## src/rtl/e1_ts0_pkg.sv

```systemverilog
package e1_ts0_pkg;
  // Timeslot 0 occupies the first bit times of every frame.
  parameter int unsigned TS0_BITS     = 8;
  // Number of national bits and the bit time of the first one.
  parameter int unsigned SA_COUNT     = 5;
  parameter int unsigned SA_FIRST_POS = 3;

  typedef logic [TS0_BITS-1:0] ts0_byte_t;
endpackage

```

## src/rtl/e1_bit_timer.sv

```systemverilog
// Tracks the bit position inside the frame and the align/non-align type.
module e1_bit_timer #(
  parameter int unsigned FRAME_BITS = 256,
  parameter int unsigned POS_W      = $clog2(FRAME_BITS)
) (
  input  logic             clk,
  input  logic             rst_n,
  input  logic             frame_strobe,
  input  logic             align_frame,
  output logic [POS_W-1:0] pos_now,
  output logic             in_frame,
  output logic             align_now
);
  localparam logic [POS_W-1:0] LAST_POS = POS_W'(FRAME_BITS - 1);

  logic [POS_W-1:0] pos_q;
  logic             align_q;
  logic             locked_q;
  logic             locked_d;
  logic             wrap;

  always_comb begin
    wrap     = (pos_q == LAST_POS);
    locked_d = locked_q | frame_strobe;
    in_frame = locked_d;
    if (frame_strobe) begin
      pos_now   = '0;
      align_now = align_frame;
    end else if (wrap) begin
      pos_now   = '0;
      align_now = ~align_q;
    end else begin
      pos_now   = pos_q + 1'b1;
      align_now = align_q;
    end
  end

  always_ff @(posedge clk or negedge rst_n) begin
    if (!rst_n) begin
      pos_q    <= LAST_POS;
      align_q  <= 1'b0;
      locked_q <= 1'b0;
    end else begin
      locked_q <= locked_d;
      if (in_frame) begin
        pos_q   <= pos_now;
        align_q <= align_now;
      end
    end
  end
endmodule

```

## src/rtl/e1_link_gate.sv

```systemverilog
// Drives the delayed data stream, the frame marker and the gated link clock.
module e1_link_gate
  import e1_ts0_pkg::*;
#(
  parameter int unsigned POS_W = 8
) (
  input  logic                clk,
  input  logic                rst_n,
  input  logic                rx_data,
  input  logic                frame_strobe,
  input  logic                in_frame,
  input  logic                align_now,
  input  logic [POS_W-1:0]    pos_now,
  input  logic [SA_COUNT-1:0] sa_mask,
  output logic                link_data,
  output logic                link_clk,
  output logic                sync_out
);
  logic [SA_COUNT-1:0] sa_hit;
  logic                clk_d;

  for (genvar i = 0; i < SA_COUNT; i++) begin : g_sa
    assign sa_hit[i] = sa_mask[i] & (pos_now == POS_W'(SA_FIRST_POS + i));
  end

  always_comb begin
    clk_d = in_frame & ~align_now & (|sa_hit);
  end

  always_ff @(posedge clk or negedge rst_n) begin
    if (!rst_n) begin
      link_data <= 1'b0;
      link_clk  <= 1'b0;
      sync_out  <= 1'b0;
    end else begin
      link_data <= rx_data;
      link_clk  <= clk_d;
      sync_out  <= frame_strobe;
    end
  end
endmodule

```

## src/rtl/e1_ts0_capture.sv

```systemverilog
// Assembles timeslot-0 bytes and latches the pair once per double frame.
module e1_ts0_capture
  import e1_ts0_pkg::*;
#(
  parameter int unsigned POS_W = 8
) (
  input  logic             clk,
  input  logic             rst_n,
  input  logic             rx_data,
  input  logic             in_frame,
  input  logic             align_now,
  input  logic [POS_W-1:0] pos_now,
  input  logic             host_ack,
  output ts0_byte_t        af_byte,
  output ts0_byte_t        naf_byte,
  output logic             af_flag,
  output logic             overrun
);
  localparam logic [POS_W-1:0] TS0_END = POS_W'(TS0_BITS - 1);
  localparam logic [POS_W-1:0] TS0_LEN = POS_W'(TS0_BITS);

  ts0_byte_t shift_q;
  ts0_byte_t byte_now;
  ts0_byte_t hold_q;
  logic      pend_q;
  logic      pend_d;
  logic      in_ts0;
  logic      ts0_last;
  logic      hold_en;
  logic      upd;
  logic      flag_d;
  logic      ovr_d;

  always_comb begin
    in_ts0   = in_frame & (pos_now < TS0_LEN);
    ts0_last = in_frame & (pos_now == TS0_END);
    byte_now = {shift_q[TS0_BITS-2:0], rx_data};
    hold_en  = ts0_last & align_now;
    upd      = ts0_last & ~align_now & pend_q;
    pend_d   = ts0_last ? align_now : pend_q;

    if (upd)           flag_d = 1'b1;
    else if (host_ack) flag_d = 1'b0;
    else               flag_d = af_flag;

    if (upd & af_flag & ~host_ack) ovr_d = 1'b1;
    else if (host_ack)             ovr_d = 1'b0;
    else                           ovr_d = overrun;
  end

  always_ff @(posedge clk or negedge rst_n) begin
    if (!rst_n) begin
      shift_q  <= '0;
      hold_q   <= '0;
      pend_q   <= 1'b0;
      af_byte  <= '0;
      naf_byte <= '0;
      af_flag  <= 1'b0;
      overrun  <= 1'b0;
    end else begin
      if (in_ts0)  shift_q <= byte_now;
      if (hold_en) hold_q  <= byte_now;
      pend_q  <= pend_d;
      if (upd) begin
        af_byte  <= hold_q;
        naf_byte <= byte_now;
      end
      af_flag <= flag_d;
      overrun <= ovr_d;
    end
  end
endmodule

```

## src/rtl/e1_ts0_extract.sv

```systemverilog
module e1_ts0_extract
  import e1_ts0_pkg::*;
#(
  parameter int unsigned FRAME_BITS = 256
) (
  input  logic                clk,
  input  logic                rst_n,
  input  logic                rx_data,
  input  logic                frame_strobe,
  input  logic                align_frame,
  input  logic [SA_COUNT-1:0] sa_mask,
  input  logic                host_ack,
  output logic                link_data,
  output logic                link_clk,
  output logic                sync_out,
  output ts0_byte_t           af_byte,
  output ts0_byte_t           naf_byte,
  output logic                af_flag,
  output logic                overrun
);
  localparam int unsigned POS_W = $clog2(FRAME_BITS);

  logic             rst_m_n;
  logic             rst_q_n;
  logic [POS_W-1:0] pos_now;
  logic             in_frame;
  logic             align_now;

  // Reset asserts asynchronously and is released on a clock edge.
  always_ff @(posedge clk or negedge rst_n) begin
    if (!rst_n) begin
      rst_m_n <= 1'b0;
      rst_q_n <= 1'b0;
    end else begin
      rst_m_n <= 1'b1;
      rst_q_n <= rst_m_n;
    end
  end

  e1_bit_timer #(.FRAME_BITS(FRAME_BITS), .POS_W(POS_W)) u_timer (
    .clk          (clk),
    .rst_n        (rst_q_n),
    .frame_strobe (frame_strobe),
    .align_frame  (align_frame),
    .pos_now      (pos_now),
    .in_frame     (in_frame),
    .align_now    (align_now)
  );

  e1_link_gate #(.POS_W(POS_W)) u_gate (
    .clk          (clk),
    .rst_n        (rst_q_n),
    .rx_data      (rx_data),
    .frame_strobe (frame_strobe),
    .in_frame     (in_frame),
    .align_now    (align_now),
    .pos_now      (pos_now),
    .sa_mask      (sa_mask),
    .link_data    (link_data),
    .link_clk     (link_clk),
    .sync_out     (sync_out)
  );

  e1_ts0_capture #(.POS_W(POS_W)) u_cap (
    .clk       (clk),
    .rst_n     (rst_q_n),
    .rx_data   (rx_data),
    .in_frame  (in_frame),
    .align_now (align_now),
    .pos_now   (pos_now),
    .host_ack  (host_ack),
    .af_byte   (af_byte),
    .naf_byte  (naf_byte),
    .af_flag   (af_flag),
    .overrun   (overrun)
  );
endmodule

```

## config.mk

```make
export PLATFORM = sky130hd
export DESIGN_NAME = e1_ts0_extract
export DESIGN_NICKNAME = d
export VERILOG_FILES = /design/src/rtl/e1_ts0_pkg.sv /design/src/rtl/e1_bit_timer.sv /design/src/rtl/e1_link_gate.sv /design/src/rtl/e1_ts0_capture.sv /design/src/rtl/e1_ts0_extract.sv
export SDC_FILE = /design/constraint.sdc
export NUM_CORES = 1
export LEC_CHECK = 0
export BUFFER_PORTS_ARGS = -buffer_cell sky130_fd_sc_hd__buf_2
export CAP_MARGIN = 20
export CORE_UTILIZATION = 32
export DETAILED_ROUTE_END_ITERATION = 10
export PLACE_DENSITY = 0.49
export SKIP_LAST_GASP = 1
export SYNTH_ARGS = -nofsm -noshare
export SYNTH_HDL_FRONTEND = slang
export SYNTH_HIERARCHICAL = 1
export SYNTH_SLANG_ARGS = --single-unit
```

## constraint.sdc

```tcl
create_clock -name clk -period 1.4 [get_ports clk]
set_input_delay 0 -clock clk [delete_from_list [all_inputs] [get_ports clk]]
set_output_delay 0 -clock clk [all_outputs]
set_load 0.01 [all_outputs]
```

==> flow_summary.ini <==
[synthesis]
synth_fp_nets = 185
synthArstFlopShare_pct = 100.0
ys_seq_elements = 49
synth_cell_type_count = 43
netlist_area_mm2 = 0.002235
synthTopCellsByArea = dfrtp_1, mux2_2, dfstp_2
yosysTopAreaCell = dfrtp_1
synth_ff_type = dfrtp_1
synth_top_area_share_pct = 45.91
ys_seq_area_share_pct = 55.32
synthCells = 173
syn_area_per_cell_um2 = 12.92
synth_edf_count = 0
ys_warn_count = 6

[power_and_ir_drop]
clockPowerShare_pct = 35.9
p_seq_share_pct = 53.6
p_comb_share_pct = 10.5
switching_share_pct = 23.43
power_switching_w = 0.0006710
irDropWorstVdd_mv = 0.4624
power_w = 0.002864
power.density_mw_per_mm2 = 866.4
p_int_w = 0.002193
p_leak_nw = 1.610

[critical_path]
critPathLaunchType = flop
critPathArrivalTime_ps = 2510
crit_fanout = 7
path_common_cell = buf_4
crit_chain = ha_4 > nand3_1 > xor2_1 > nor2_1 > nor4b_4 > buf_4 > buf_4 > buf_6 > nand2_8 > mux2_2
end_kind = flop
slowest_stage = dfstp_2
critical_path_class = reg -> reg
slowest_delay_ps = 610
worst_ep_required_time_ps = 1590

[die]
pin_count = 32
die_height_um = 85.57
core_mm2 = 0.006756
dieWidth_um = 85.57
die_area_mm2 = 0.007321
start_util_pct = 33.07
std_cell_rows = 30

[route]
postRouteAntennaNets = 0
vias_per_cell = 4.558
drc = 0
wl_per_cell_um = 14.00
drt_iter0_drc = 69
num_vias = 1600
routed_wl_um = 4915
first_pass_iters = 6

[timing]
fmaxAchievable_ghz = 0.4312
hold_violations = 0
clock_skew_ps = 2.396
worst_slack_ps = -919.2
period_share_pct = 165.7
maxSlewViolCount = 0
rsz0062_at_grt = yes
fin_crit_ps = 2319
setup_viol = 40

[cts]
cts_sinks = 49
cts_made_buffers = 5
clk_pin_slew_ps = 90
htree_levels = 2
clock_latency_ps = 300
cts_tree = built
clk_path_buf_depth = 2
root_buffer = clkbuf_8

[outcome]
violations = setup timing
status = complete, but fails checks

[cells_and_area]
final_cell_mix = buf_4, dfrtp_1, buf_2, mux2_4, mux2_2
fill_cells = 619
regArea_mm2 = 0.001237
nets = 282
syn_to_final_growth_pct = 47.93
layout_commonest_cell = buf_4
num_antenna_cells = 0
fin_area_mm2 = 0.003306
drive_above_1_share_pct = 63.10
multi_input_area_mm2 = 0.001115

[grt]
antenna_found_initial = 0
grt_start_max_net_pins = 48
first_global_vias = 1690
track_usage_pct = 14.67
grt_pass1_wl_um = 8328
grt_overflow = 0

[run]
maxCapViolations = 0

[placed_design]
port_buffers = 31
hpwl_um = 3128
dpl_cell_area_mm2 = 0.002821
gp_congestion = 0.7668

[hold_path]
min_path_type = in -> reg
-- logic make-up (layout without fill, tap and decap cells) --
| group | count (synthesis) | count (layout) | synth area share [%] |
|---|---|---|---|
| and+or+nand+nor | 53 | 53 | 14.84 |
| DFF | 49 | 49 | 55.32 |
| muxes | 33 | 33 | 18.03 |
| AOI/OAI and AO/OA | 14 | 14 | 4.368 |
| xor gates and xnor gates | 11 | 11 | 4.311 |
| buffers and inverters | 11 | 109 | 2.407 |
| adders and majority gates | 1 | 1 | 0.5598 |
| other | 1 | 1 | 0.1678 |
-- critical path: cells and delay by family, from the launching register on --
kind | cells | cell delay (ps)
xor+xnor | 1 | 140
flops | 1 | 610
buf+inv | 3 | 420
mux | 1 | 340
simple gates | 4 | 520
fa+ha+maj | 1 | 180
-- path summary, 6_finish.rpt --
kind,from,end,slack (ps),cells past startpoint
worst max-delay path,u_timer/pos_q[0],u_cap/shift_q[1],-920,10
worst min-delay path,frame_strobe,u_timer/pos_q[0],20,3
worst max register to register,u_timer/pos_q[0],u_cap/shift_q[1],-920,10
worst min register to register,rst_q_n,u_timer/align_q,240,1
max in group asynchronous,rst_n,rst_q_n,730,3
min in group asynchronous,rst_q_n,u_timer/align_q,240,1
-- metal layers --
metal  vias to the layer above  global-route usage, %  share of wire (%)
met2                        24                  22.62                 46
met3                         5                  3.561                3.6
met4                         0                  4.091               0.83
met1                       781                  20.72                 50
met5                         -                      0                  0
li1                        790                      -                  -
-- cells in the mapped netlist, types with 2 or more instances --
| master | n |
|---|---|
| dfrtp_1 | 41 |
| mux2_2 | 22 |
| nor2_1 | 19 |
| mux2_4 | 9 |
| dfstp_2 | 8 |
| nand3_1 | 7 |
| inv_1 | 6 |
| nand2_1 | 6 |
| xor2_1 | 6 |
| xnor2_1 | 5 |
| a21oi_1 | 4 |
| nand3b_1 | 3 |
| nor3_1 | 3 |
| mux2i_1 | 2 |
| nand4_4 | 2 |
| nor2b_1 | 2 |
| o21ai_0 | 2 |
-- cell type report --
cell class	instances	area share, %
flip-flops and latches	49	37.43
multi-input cells	113	33.72
repair buffers	94	21.61
well taps	80	3.028
clock buffers	5	2.082
clock inverters	3	1.325
inverters	7	0.7949
-- stage by stage --
stage	cells	TNS, ps	hold slack [ps]	utilization, %	setup WS (ps)
floorplan	173	-27140	-295.6	-	-904.8
global placement	319	-30920	-213.5	41.76	-923.3
detailed placement	319	-32470	-213.1	41.76	-968.5
CTS	347	-31880	19.57	47.37	-912.9
global route	351	-36710	23.16	48.93	-1085
finish	351	-31870	20.37	48.93	-919.2
-- registers in the layout (all words and copies together) (netlist names) --
register	flops
rst_q_n	1
u_timer/locked_q	1
u_cap/af_byte	8
u_gate/link_clk	1
u_timer/align_q	1
u_cap/af_flag	1
u_gate/sync_out	1
u_timer/pos_q	8
u_cap/overrun	1
u_gate/link_data	1
u_cap/hold_q	8
rst_m_n	1
u_cap/shift_q	7
u_cap/naf_byte	8
u_cap/pend_q	1
-- what timing repair did --
action                                  CTS  global route
resized for setup                        25            15
hold endpoints to repair                  8             0
cloned                                    0             1
pin swaps                                10             7
hold buffers                              4             0
buffers inserted                         16             3
endpoints found under the setup margin   40            41
-- power groups by stage --
| stage | combinational [W] | clock [W] | sequential (W) |
|---|---|---|---|
| 6_report | 0.000302 | 0.00103 | 0.00153 |
| 5_1_grt | 0.000334 | 0.00113 | 0.00155 |
| 4_1_cts | 0.000300 | 0.00107 | 0.00154 |
| 3_5_place_dp | 0.000261 | 0 | 0.00156 |
| 3_3_place_gp | 0.000261 | 0 | 0.00156 |
| 2_1_floorplan | 0.000131 | 0 | 0.00156 |
(Power assumes the default switching activity.)
